## src/rtl/ide2_pkg.sv

```systemverilog
package ide2_pkg;
  localparam int unsigned NCH        = 2;      // drive interfaces on the card
  localparam int unsigned TF_REGS    = 8;      // taskfile registers per channel
  localparam int unsigned REG_W      = $clog2(TF_REGS);
  localparam int unsigned ICTL_OFS   = 'h200;  // interrupt arm/disarm, channel relative
  localparam int unsigned STAT_OFS   = 'h290;  // raw request status, channel relative
  localparam int unsigned ALT_OFS    = 'h380;  // control block, channel relative
  localparam int unsigned ID_STRIDE  = 4;      // spacing of identification bytes
endpackage

```

## src/rtl/ide2_addr_dec.sv

```systemverilog
module ide2_addr_dec
  import ide2_pkg::*;
#(
  parameter int unsigned ADDR_W   = 14,
  parameter int unsigned STEP     = 6,
  parameter int unsigned CH1_BASE = 'h2000,
  parameter int unsigned CH2_BASE = 'h3000,
  parameter int unsigned ID_BASE  = 'h2280,
  parameter int unsigned ID_BITS  = 4
) (
  input  logic [ADDR_W-1:0]  addr,
  input  logic               win_en,
  output logic [NCH-1:0]     tf_hit,
  output logic [NCH-1:0]     alt_hit,
  output logic [NCH-1:0]     ictl_hit,
  output logic [NCH-1:0]     stat_hit,
  output logic [ID_BITS-1:0] id_hit,
  output logic               cfg_hit,
  output logic [REG_W-1:0]   tf_idx
);
  localparam int unsigned TF_SPAN = TF_REGS << STEP;

  logic [REG_W-1:0] idx [NCH];

  // per-channel window decode, offsets taken relative to each channel base
  for (genvar c = 0; c < NCH; c++) begin : g_ch
    localparam int unsigned BASE = (c == 0) ? CH1_BASE : CH2_BASE;
    logic [ADDR_W-1:0] rel;
    assign rel         = addr - ADDR_W'(BASE);
    assign tf_hit[c]   = win_en && (rel < ADDR_W'(TF_SPAN)) && (rel[STEP-1:0] == '0);
    assign alt_hit[c]  = win_en && (rel == ADDR_W'(ALT_OFS));
    assign ictl_hit[c] = win_en && (rel == ADDR_W'(ICTL_OFS));
    assign stat_hit[c] = win_en && (rel == ADDR_W'(STAT_OFS));
    assign idx[c]      = rel[STEP+REG_W-1:STEP];
  end

  // identification bytes live only on the path seen with the window closed
  for (genvar i = 0; i < ID_BITS; i++) begin : g_id
    assign id_hit[i] = !win_en && (addr == ADDR_W'(ID_BASE + ID_STRIDE * i));
  end

  assign cfg_hit = (addr == '0);

  always_comb begin
    tf_idx = '0;
    for (int c = 0; c < NCH; c++) begin
      if (tf_hit[c]) tf_idx = idx[c];
    end
  end
endmodule

```

## src/rtl/ide2_irq_ctrl.sv

```systemverilog
module ide2_irq_ctrl
  import ide2_pkg::*;
(
  input  logic           clk,
  input  logic           rst_n,
  input  logic           bus_rd,
  input  logic           bus_wr,
  input  logic [NCH-1:0] ictl_hit,
  output logic [NCH-1:0] irq_en
);
  for (genvar c = 0; c < NCH; c++) begin : g_lat
    logic en_ld;
    logic en_nxt;

    // a write arms, a read disarms; a write wins if both strobes appear
    always_comb begin
      en_ld  = ictl_hit[c] && (bus_wr || bus_rd);
      en_nxt = bus_wr;
    end

    always_ff @(posedge clk or negedge rst_n) begin
      if (!rst_n)     irq_en[c] <= 1'b0;
      else if (en_ld) irq_en[c] <= en_nxt;
    end

    AST_IRQ_SET: assert property (@(posedge clk) disable iff (!rst_n)
      (bus_wr && ictl_hit[c]) |=> irq_en[c]);
    AST_IRQ_CLR: assert property (@(posedge clk) disable iff (!rst_n)
      (bus_rd && !bus_wr && ictl_hit[c]) |=> !irq_en[c]);
    AST_IRQ_HOLD: assert property (@(posedge clk) disable iff (!rst_n)
      !(ictl_hit[c] && (bus_rd || bus_wr)) |=> $stable(irq_en[c]));
  end
endmodule

```

## src/rtl/ide2_cfg_reg.sv

```systemverilog
module ide2_cfg_reg #(
  parameter int unsigned DATA_W  = 8,
  parameter int unsigned WIN_BIT = 5,
  parameter int unsigned DMA_BIT = 0
) (
  input  logic              clk,
  input  logic              rst_n,
  input  logic              we,
  input  logic [DATA_W-1:0] wdata,
  output logic              win_en,
  output logic              dma_ch
);
  logic win_nxt;
  logic dma_nxt;
  logic unused_wbits;

  always_comb begin
    win_nxt = wdata[WIN_BIT];
    dma_nxt = wdata[DMA_BIT];
  end

  assign unused_wbits = ^wdata;

  always_ff @(posedge clk or negedge rst_n) begin
    if (!rst_n) begin
      win_en <= 1'b0;
      dma_ch <= 1'b0;
    end else if (we) begin
      win_en <= win_nxt;
      dma_ch <= dma_nxt;
    end
  end

  AST_CFG_HOLD: assert property (@(posedge clk) disable iff (!rst_n)
    !we |=> $stable({win_en, dma_ch}));
  AST_CFG_LOAD: assert property (@(posedge clk) disable iff (!rst_n)
    we |=> (win_en == $past(wdata[WIN_BIT])) && (dma_ch == $past(wdata[DMA_BIT])));
endmodule

```

## src/rtl/ide2_decoder.sv

```systemverilog
module ide2_decoder
  import ide2_pkg::*;
#(
  parameter int unsigned ADDR_W   = 14,
  parameter int unsigned DATA_W   = 8,
  parameter int unsigned STEP     = 6,
  parameter int unsigned CH1_BASE = 'h2000,
  parameter int unsigned CH2_BASE = 'h3000,
  parameter int unsigned ID_BASE  = 'h2280,
  parameter int unsigned ID_BITS  = 4,
  parameter logic [3:0]  BOARD_ID = 4'd3
) (
  input  logic              clk,
  input  logic              rst_n,
  input  logic [ADDR_W-1:0] bus_addr,
  input  logic              bus_rd,
  input  logic              bus_wr,
  input  logic [DATA_W-1:0] bus_wdata,
  output logic [DATA_W-1:0] bus_rdata,
  input  logic [NCH-1:0]    drv_irq,
  input  logic [DATA_W-1:0] tf_rdata,
  output logic              card_irq,
  output logic [NCH-1:0]    tf_cs,
  output logic              tf_alt,
  output logic [REG_W-1:0]  tf_reg,
  output logic              tf_rd,
  output logic              tf_wr,
  output logic              win_en,
  output logic              dma_ch
);
  logic [1:0]         rst_sync;
  logic               rst_i_n;
  logic [NCH-1:0]     tf_hit, alt_hit, ictl_hit, stat_hit;
  logic [ID_BITS-1:0] id_hit;
  logic               cfg_hit;
  logic [REG_W-1:0]   tf_idx;
  logic [NCH-1:0]     irq_en;
  logic               strobe;
  logic               any_cs;

  // asynchronous assertion, release aligned to the clock
  always_ff @(posedge clk or negedge rst_n) begin
    if (!rst_n) rst_sync <= 2'b00;
    else        rst_sync <= {rst_sync[0], 1'b1};
  end
  assign rst_i_n = rst_sync[1];

  ide2_addr_dec #(
    .ADDR_W(ADDR_W), .STEP(STEP), .CH1_BASE(CH1_BASE), .CH2_BASE(CH2_BASE),
    .ID_BASE(ID_BASE), .ID_BITS(ID_BITS)
  ) u_dec (
    .addr(bus_addr), .win_en(win_en), .tf_hit(tf_hit), .alt_hit(alt_hit),
    .ictl_hit(ictl_hit), .stat_hit(stat_hit), .id_hit(id_hit),
    .cfg_hit(cfg_hit), .tf_idx(tf_idx)
  );

  ide2_irq_ctrl u_irq (
    .clk(clk), .rst_n(rst_i_n), .bus_rd(bus_rd), .bus_wr(bus_wr),
    .ictl_hit(ictl_hit), .irq_en(irq_en)
  );

  ide2_cfg_reg #(.DATA_W(DATA_W)) u_cfg (
    .clk(clk), .rst_n(rst_i_n), .we(bus_wr && cfg_hit), .wdata(bus_wdata),
    .win_en(win_en), .dma_ch(dma_ch)
  );

  assign card_irq = |(drv_irq & irq_en);

  // drive-side pass-through
  always_comb begin
    strobe = bus_rd || bus_wr;
    tf_cs  = (tf_hit | alt_hit) & {NCH{strobe}};
    any_cs = |tf_cs;
    tf_alt = any_cs && |alt_hit;
    tf_reg = (any_cs && |tf_hit) ? tf_idx : '0;
    tf_rd  = any_cs && bus_rd;
    tf_wr  = any_cs && bus_wr;
  end

  // read data return
  always_comb begin
    bus_rdata = '0;
    if (bus_rd) begin
      if (any_cs) bus_rdata = tf_rdata;
      for (int c = 0; c < NCH; c++) begin
        if (stat_hit[c]) bus_rdata = DATA_W'(drv_irq[c]);
      end
      for (int i = 0; i < ID_BITS; i++) begin
        if (id_hit[i]) bus_rdata = DATA_W'(BOARD_ID[i]);
      end
    end
  end

  AST_CS_ONEHOT: assert property (@(posedge clk) disable iff (!rst_i_n)
    $onehot0(tf_cs));
  AST_WIN_CLOSED: assert property (@(posedge clk) disable iff (!rst_i_n)
    !win_en |-> (tf_cs == '0));
  AST_IRQ_MASKED: assert property (@(posedge clk) disable iff (!rst_i_n)
    (irq_en == '0) |-> !card_irq);
  AST_RD_IDLE: assert property (@(posedge clk) disable iff (!rst_i_n)
    !bus_rd |-> (bus_rdata == '0));
endmodule

```

## config.mk

```make
export PLATFORM = sky130hd
export DESIGN_NAME = ide2_decoder
export DESIGN_NICKNAME = d
export VERILOG_FILES = /design/src/rtl/ide2_pkg.sv /design/src/rtl/ide2_addr_dec.sv /design/src/rtl/ide2_irq_ctrl.sv /design/src/rtl/ide2_cfg_reg.sv /design/src/rtl/ide2_decoder.sv
export SDC_FILE = /design/constraint.sdc
export NUM_CORES = 1
export LEC_CHECK = 0
export CAP_MARGIN = 20
export CORE_MARGIN = 2
export CORE_UTILIZATION = 28
export CTS_CLUSTER_SIZE = 10
export DETAILED_ROUTE_END_ITERATION = 16
export GPL_TIMING_DRIVEN = 0
export PLACE_DENSITY = 0.69
export SYNTH_ARGS = -nofsm -noshare
export SYNTH_HDL_FRONTEND = slang
export SYNTH_HIERARCHICAL = 1
export SYNTH_SLANG_ARGS = --single-unit
export TNS_END_PERCENT = 100
```

## constraint.sdc

```tcl
create_clock -name clk -period 8.79 [get_ports clk]
set_input_delay 2.1975 -clock clk [delete_from_list [all_inputs] [get_ports clk]]
set_output_delay 2.1975 -clock clk [all_outputs]
set_load 0.01 [all_outputs]
```

* Word level (Yosys, flattened, before mapping)
Index checks and enable logic that the tools add are counted.
** Storage, ports and cells
- Register bits after elaboration :: 6
- Input port bits :: 36
- Output and inout port bits :: 19
** Operators by class
- Bitwise gates (word level) :: 3
- Reduce and logical (&&, ||, !) cells :: 30
- Order comparisons :: 2
- Multiplexer cells :: 11
- Equality and inequality tests :: 10
- Add/subtract/negate cells :: 2
** Operators with widths (number)
- $eq 14x10->1 const B :: 6
- $mux 8 :: 8
- $eq 14x14->1 const B :: 4
- $lt 14x10->1 const B :: 2
- $sub 14x14->14 const B :: 2
- $logic_and 1x1->1 :: 21
- $logic_not 14->1 :: 1
- $logic_not 6->1 :: 2
- $mux 3 :: 3
- $reduce_or 2->1 :: 4
- $and 2x2->2 :: 2
- $or 2x2->2 :: 1
- $logic_not 1->1 :: 1
- $logic_or 1x1->1 :: 1

* Longest topological paths before layout
- Depth after elaboration :: 15
- Depth in mapped cells :: 7
- Gate-level depth less buffers :: 7

* Cells and area by module
Netlist, hierarchy kept.
** By module, submodules not included
- ide2_addr_dec :: area an instance 301.5 um^2, seq. area each 0.0 um^2, cells each 45, instances 1
- ide2_decoder :: area an instance 280.3 um^2, seq. area each 50.0 um^2, cells each 37, instances 1
- ide2_irq_ctrl :: area an instance 75.1 um^2, seq. area each 50.0 um^2, cells each 6, instances 1
- ide2_cfg_reg :: area an instance 72.6 um^2, seq. area each 50.0 um^2, cells each 4, instances 1

* Worst setup path before layout
Ideal clock, no wire load.
- Path type :: input-to-output
- Start point :: in bus_addr[1]
- End point :: out bus_rdata[0]
- Required time :: 6.593 ns
- Arrival :: 3.872 ns
- Slack :: 2.721 ns
- Stages on the path :: 6
- Cells stage by stage :: nor3_1 -> and4b_1 -> nor3b_1 -> nor4_2 -> o311a_1 -> nor3b_1
** Between the ends
- Cells in the longest elaborated chain, start to end :: 15
- Elaborated cells between the ends (all ways) :: 37
- Those cells by class :: add/sub (2); order compare (2); eq/ne (8); mux (8); bitwise (2); reduce/logical (15)
** RTL lines
- from (decl) :: line ide2_decoder.sv:15 : input logic [ADDR_W-1:0] bus_addr,
- $sub 14x14->14 * :: line ide2_addr_dec.sv:29 : assign rel = addr - ADDR_W'(BASE);
- $lt 14x10->1 :: line ide2_addr_dec.sv:30 : assign tf_hit[c] = win_en && (rel < ADDR_W'(TF_SPAN)) && (rel[STEP-1:0] == '0);
- $logic_and 1x1->1 :: line ide2_addr_dec.sv:30
- $logic_and 1x1->1 * :: line ide2_addr_dec.sv:30
- via tf_hit[1] :: line ide2_decoder.sv:33 : logic [NCH-1:0] tf_hit, alt_hit, ictl_hit, stat_hit;
- $or 2x2->2 * :: line ide2_decoder.sv:72 : tf_cs = (tf_hit | alt_hit) & {NCH{strobe}};
- $and 2x2->2 * :: line ide2_decoder.sv:72
- $reduce_or 2->1 * :: line ide2_decoder.sv:73 : any_cs = |tf_cs;
- $mux 8 * :: line ide2_decoder.sv:84 : if (any_cs) bus_rdata = tf_rdata;
- $mux 8 * (2 in a row) :: line ide2_decoder.sv:86 : if (stat_hit[c]) bus_rdata = DATA_W'(drv_irq[c]);
- $mux 8 * (4 in a row) :: line ide2_decoder.sv:89 : if (id_hit[i]) bus_rdata = DATA_W'(BOARD_ID[i]);
- $mux 8 * :: line ide2_decoder.sv:83 : if (bus_rd) begin
- to (decl) :: line ide2_decoder.sv:19 : output logic [DATA_W-1:0] bus_rdata,
The timed path passes the listed nets; every way through them passes the cells marked *.

* Worst setup path in the final report
- Start point :: in bus_addr[1]
- End point :: out bus_rdata[4]
The elaborated chain is that of the path after synthesis.

==> flow_metrics.env <==
export IMPL_status="completed"
export IMPL_cts_buffers=3
export IMPL_clk_path_buf_depth=2
export IMPL_htreeDepth=1
export IMPL_synth_seq_area_share=0.206
export IMPL_ys_flop_type="dfrtp_1"
export IMPL_wl_per_cell_um=11.9
export IMPL_cts_tree="yes"
export IMPL_drive_above_1_share=0.0839
export IMPL_grtUsageTotal=0.142
export IMPL_synth_top_cell_area_share=0.206
export IMPL_switchingPower_w=0.0000175
export IMPL_ir_drop_uv=83.4
export IMPL_worstSetupPathType="in -> out"
export IMPL_crit_arrival_ns=5.04
export IMPL_highest_layer="met3"
export IMPL_cellPowerDensity_nw_per_um2=59.0
export IMPL_first_pass_iters=4
export IMPL_netSwitchingFraction=0.234
export IMPL_place_gp_congestion=0.740
export IMPL_postSynthAreaPerCell_um2=7.93
export IMPL_post_cts_buffers=0
export IMPL_portBuffers=48
export IMPL_holdWs_ns=0.0568
export IMPL_multi_input_area_um2=553
export IMPL_cp_end_kind="output pin"
export IMPL_drv_cap=0
export IMPL_ctsHoldBuffers=0
export IMPL_synth_warnings=6
export IMPL_clock_latency_ns=0.24
export IMPL_die_y_um=55.0
export IMPL_hp_class="reg -> async"
export IMPL_ff_latch_area_um2=150
export IMPL_start_kind="input pin"
export IMPL_synth_nets=131
export IMPL_dr_wl_met2_um=989
export IMPL_rows=18
export IMPL_setup_tns_ns=0
export IMPL_leakage_nw=0.501
export IMPL_setup_viol=0
export IMPL_syn_to_final_growth_pct=74.1
export IMPL_p_int_w=0.0000574
export IMPL_initial_utilization=0.294
export IMPL_share_seq_of_total_power=0.382
export IMPL_netlist_area_um2=729
export IMPL_drt_met1_wl_um=827
export IMPL_power_share_clock=0.328
export IMPL_hold_viol=0
export IMPL_clock_fmax_ghz=0.138
export IMPL_yosysUniqueCellTypes=34
export IMPL_grt_pass1_wl_um=3210
export IMPL_ys_ff_latch=6
export IMPL_slew_violations=0
export IMPL_period_share=0.823
export IMPL_synth_most_common_cell="nor2_1"
export IMPL_skew_ns=0.000922
export IMPL_clockRootBuffer="clkbuf_4"
export IMPL_dieArea_um2=3030
export IMPL_vias=883
export IMPL_antenna_cells=0
export IMPL_worst_ep_required_time_ns=6.59
export IMPL_postRouteAntennaNets=0
export IMPL_slew_headroom=0.597
export IMPL_drt_total_wl_um=2050
export IMPL_cts_sinks=6
export IMPL_tightest_slew_ns=0.599
export IMPL_overflow=0
export IMPL_core_area_um2=2480
export IMPL_synth_area_leaders="dfrtp_1, and2_1, nor2_1"
export IMPL_drt_iter0_drc=26
export IMPL_final_nets=184
export IMPL_crit_fanout=7
export IMPL_antenna_found_initial=0
export IMPL_clk_pin_slew_ns=0.04
export IMPL_met3WireLength_um=234
export IMPL_syn_inst=92
export IMPL_ys_top_cells_by_count="nor2_1, and2_1, inv_1, dfrtp_1, nand2_1"
export IMPL_async_flop_share=1.00
export IMPL_grt_start_max_net_pins=8
export IMPL_pwr_share_comb=0.290
export IMPL_dp_final_hpwl_um=1770
export IMPL_drc=0
export IMPL_synth_edf_count=0
export IMPL_via_per_inst=5.10
export IMPL_post_route_min_period_ns=7.24
export IMPL_rsz0062_at_grt="false"
export IMPL_die_width_um=55.0
export IMPL_grt_pass1_vias=783
export IMPL_io_pins=55
export IMPL_yosys_area_top_type="dfrtp_1"
export IMPL_fillers=243
export IMPL_cts_resized=0
-- final timing paths --
| path | from | end | slack [ns] | cells after the start |
|---|---|---|---|---|
| min in group clk | rst_sync[0]$_DFF_PN0_ | rst_sync[1]$_DFF_PN0_ | 0.35 | 0 |
| min | rst_sync[1]$_DFF_PN0_ | u_cfg/dma_ch$_DFFE_PN0P_ | 0.06 | 0 |
| max reg2reg | u_cfg/win_en$_DFFE_PN0P_ | u_irq/irq_en[0]$_DFFE_PN0P_ | 7.38 | 5 |
| max | bus_addr[1] | bus_rdata[4] | 1.55 | 8 |
| min reg2reg | rst_sync[1]$_DFF_PN0_ | u_cfg/dma_ch$_DFFE_PN0P_ | 0.06 | 0 |
| max in group asynchronous | rst_n | rst_sync[0]$_DFF_PN0_ | 6.55 | 1 |
-- critical path: stages --
cell	delay (ns)
clkdlybuf4s50_1	0.41
nor3_1	0.41
and4b_1	0.34
nor3b_1	0.40
nor4_2	0.17
nor4_4	0.38
and2_1	0.19
clkdlybuf4s50_1	0.54
-- routing by layer --
| layer | global-route usage | vias to the layer above |
|---|---|---|
| li1 | - | 431 |
| met1 | 0.169 | 410 |
| met2 | 0.260 | 42 |
| met3 | 0.0430 | 0 |
| met4 | 0.0122 | 0 |
| met5 | 0 | - |
-- flip-flops by register name (all words and copies together) (netlist names) --
| name | flops |
|---|---|
| u_irq/irq_en | 2 |
| u_cfg/win_en | 1 |
| u_cfg/dma_ch | 1 |
| rst_sync | 2 |
-- logic make-up after synthesis --
kind of cell,Yosys count,share of synthesized area
AO/OA/AOI/OAI,7,0.0772
adder cells (fa/ha/maj),3,0.0515
other,1,0.00514
AND/OR/NAND/NOR,66,0.593
multiplexers,2,0.0309
buffers and inverters,7,0.0360
flip-flops,6,0.206
-- area by class of cell --
type / instances / share of cell area
clock buffer: 3 / 0.0177
inverter: 7 / 0.0207
multi-input combinational: 79 / 0.435
sequential: 6 / 0.118
tap: 30 / 0.0296
timing repair buffer: 48 / 0.378
-- power groups by stage --
stage	clock network, W	logic (W)	registers (W)
after floorplan	0	0.00000490	0.0000289
after global placement	0	0.0000213	0.0000290
after detailed placement	0	0.0000217	0.0000290
after CTS	0.0000263	0.0000219	0.0000286
after global routing	0.0000279	0.0000235	0.0000287
final	0.0000245	0.0000217	0.0000286
-- cells in the final DEF (no fill, tap or decap), types with 2 or more instances in the layout --
cell,n
clkdlybuf4s50_1,48
nor2_1,16
and2_1,11
inv_1,7
dfrtp_1,6
nand2_1,5
and3_1,4
nor4_1,4
nor2b_1,3
a22o_1,3
clkbuf_4,3
nor3_1,3
nand3_1,3
ha_1,3
nor3b_1,2
mux2_2,2
-- stage by stage --
step,cell area [um^2],setup slack [ns],total power [W],instances,util
4_1_cts,1270,1.54,0.0000768,173,0.513
3_5_place_dp,1250,1.55,0.0000508,170,0.504
6_report,1270,1.55,0.0000749,173,0.513
3_3_place_gp,1250,1.57,0.0000503,170,0.504
5_1_grt,1270,1.38,0.0000801,173,0.513
2_1_floorplan,729,2.72,0.0000338,92,-
Note: power is estimated with default switching activity, not from simulation.
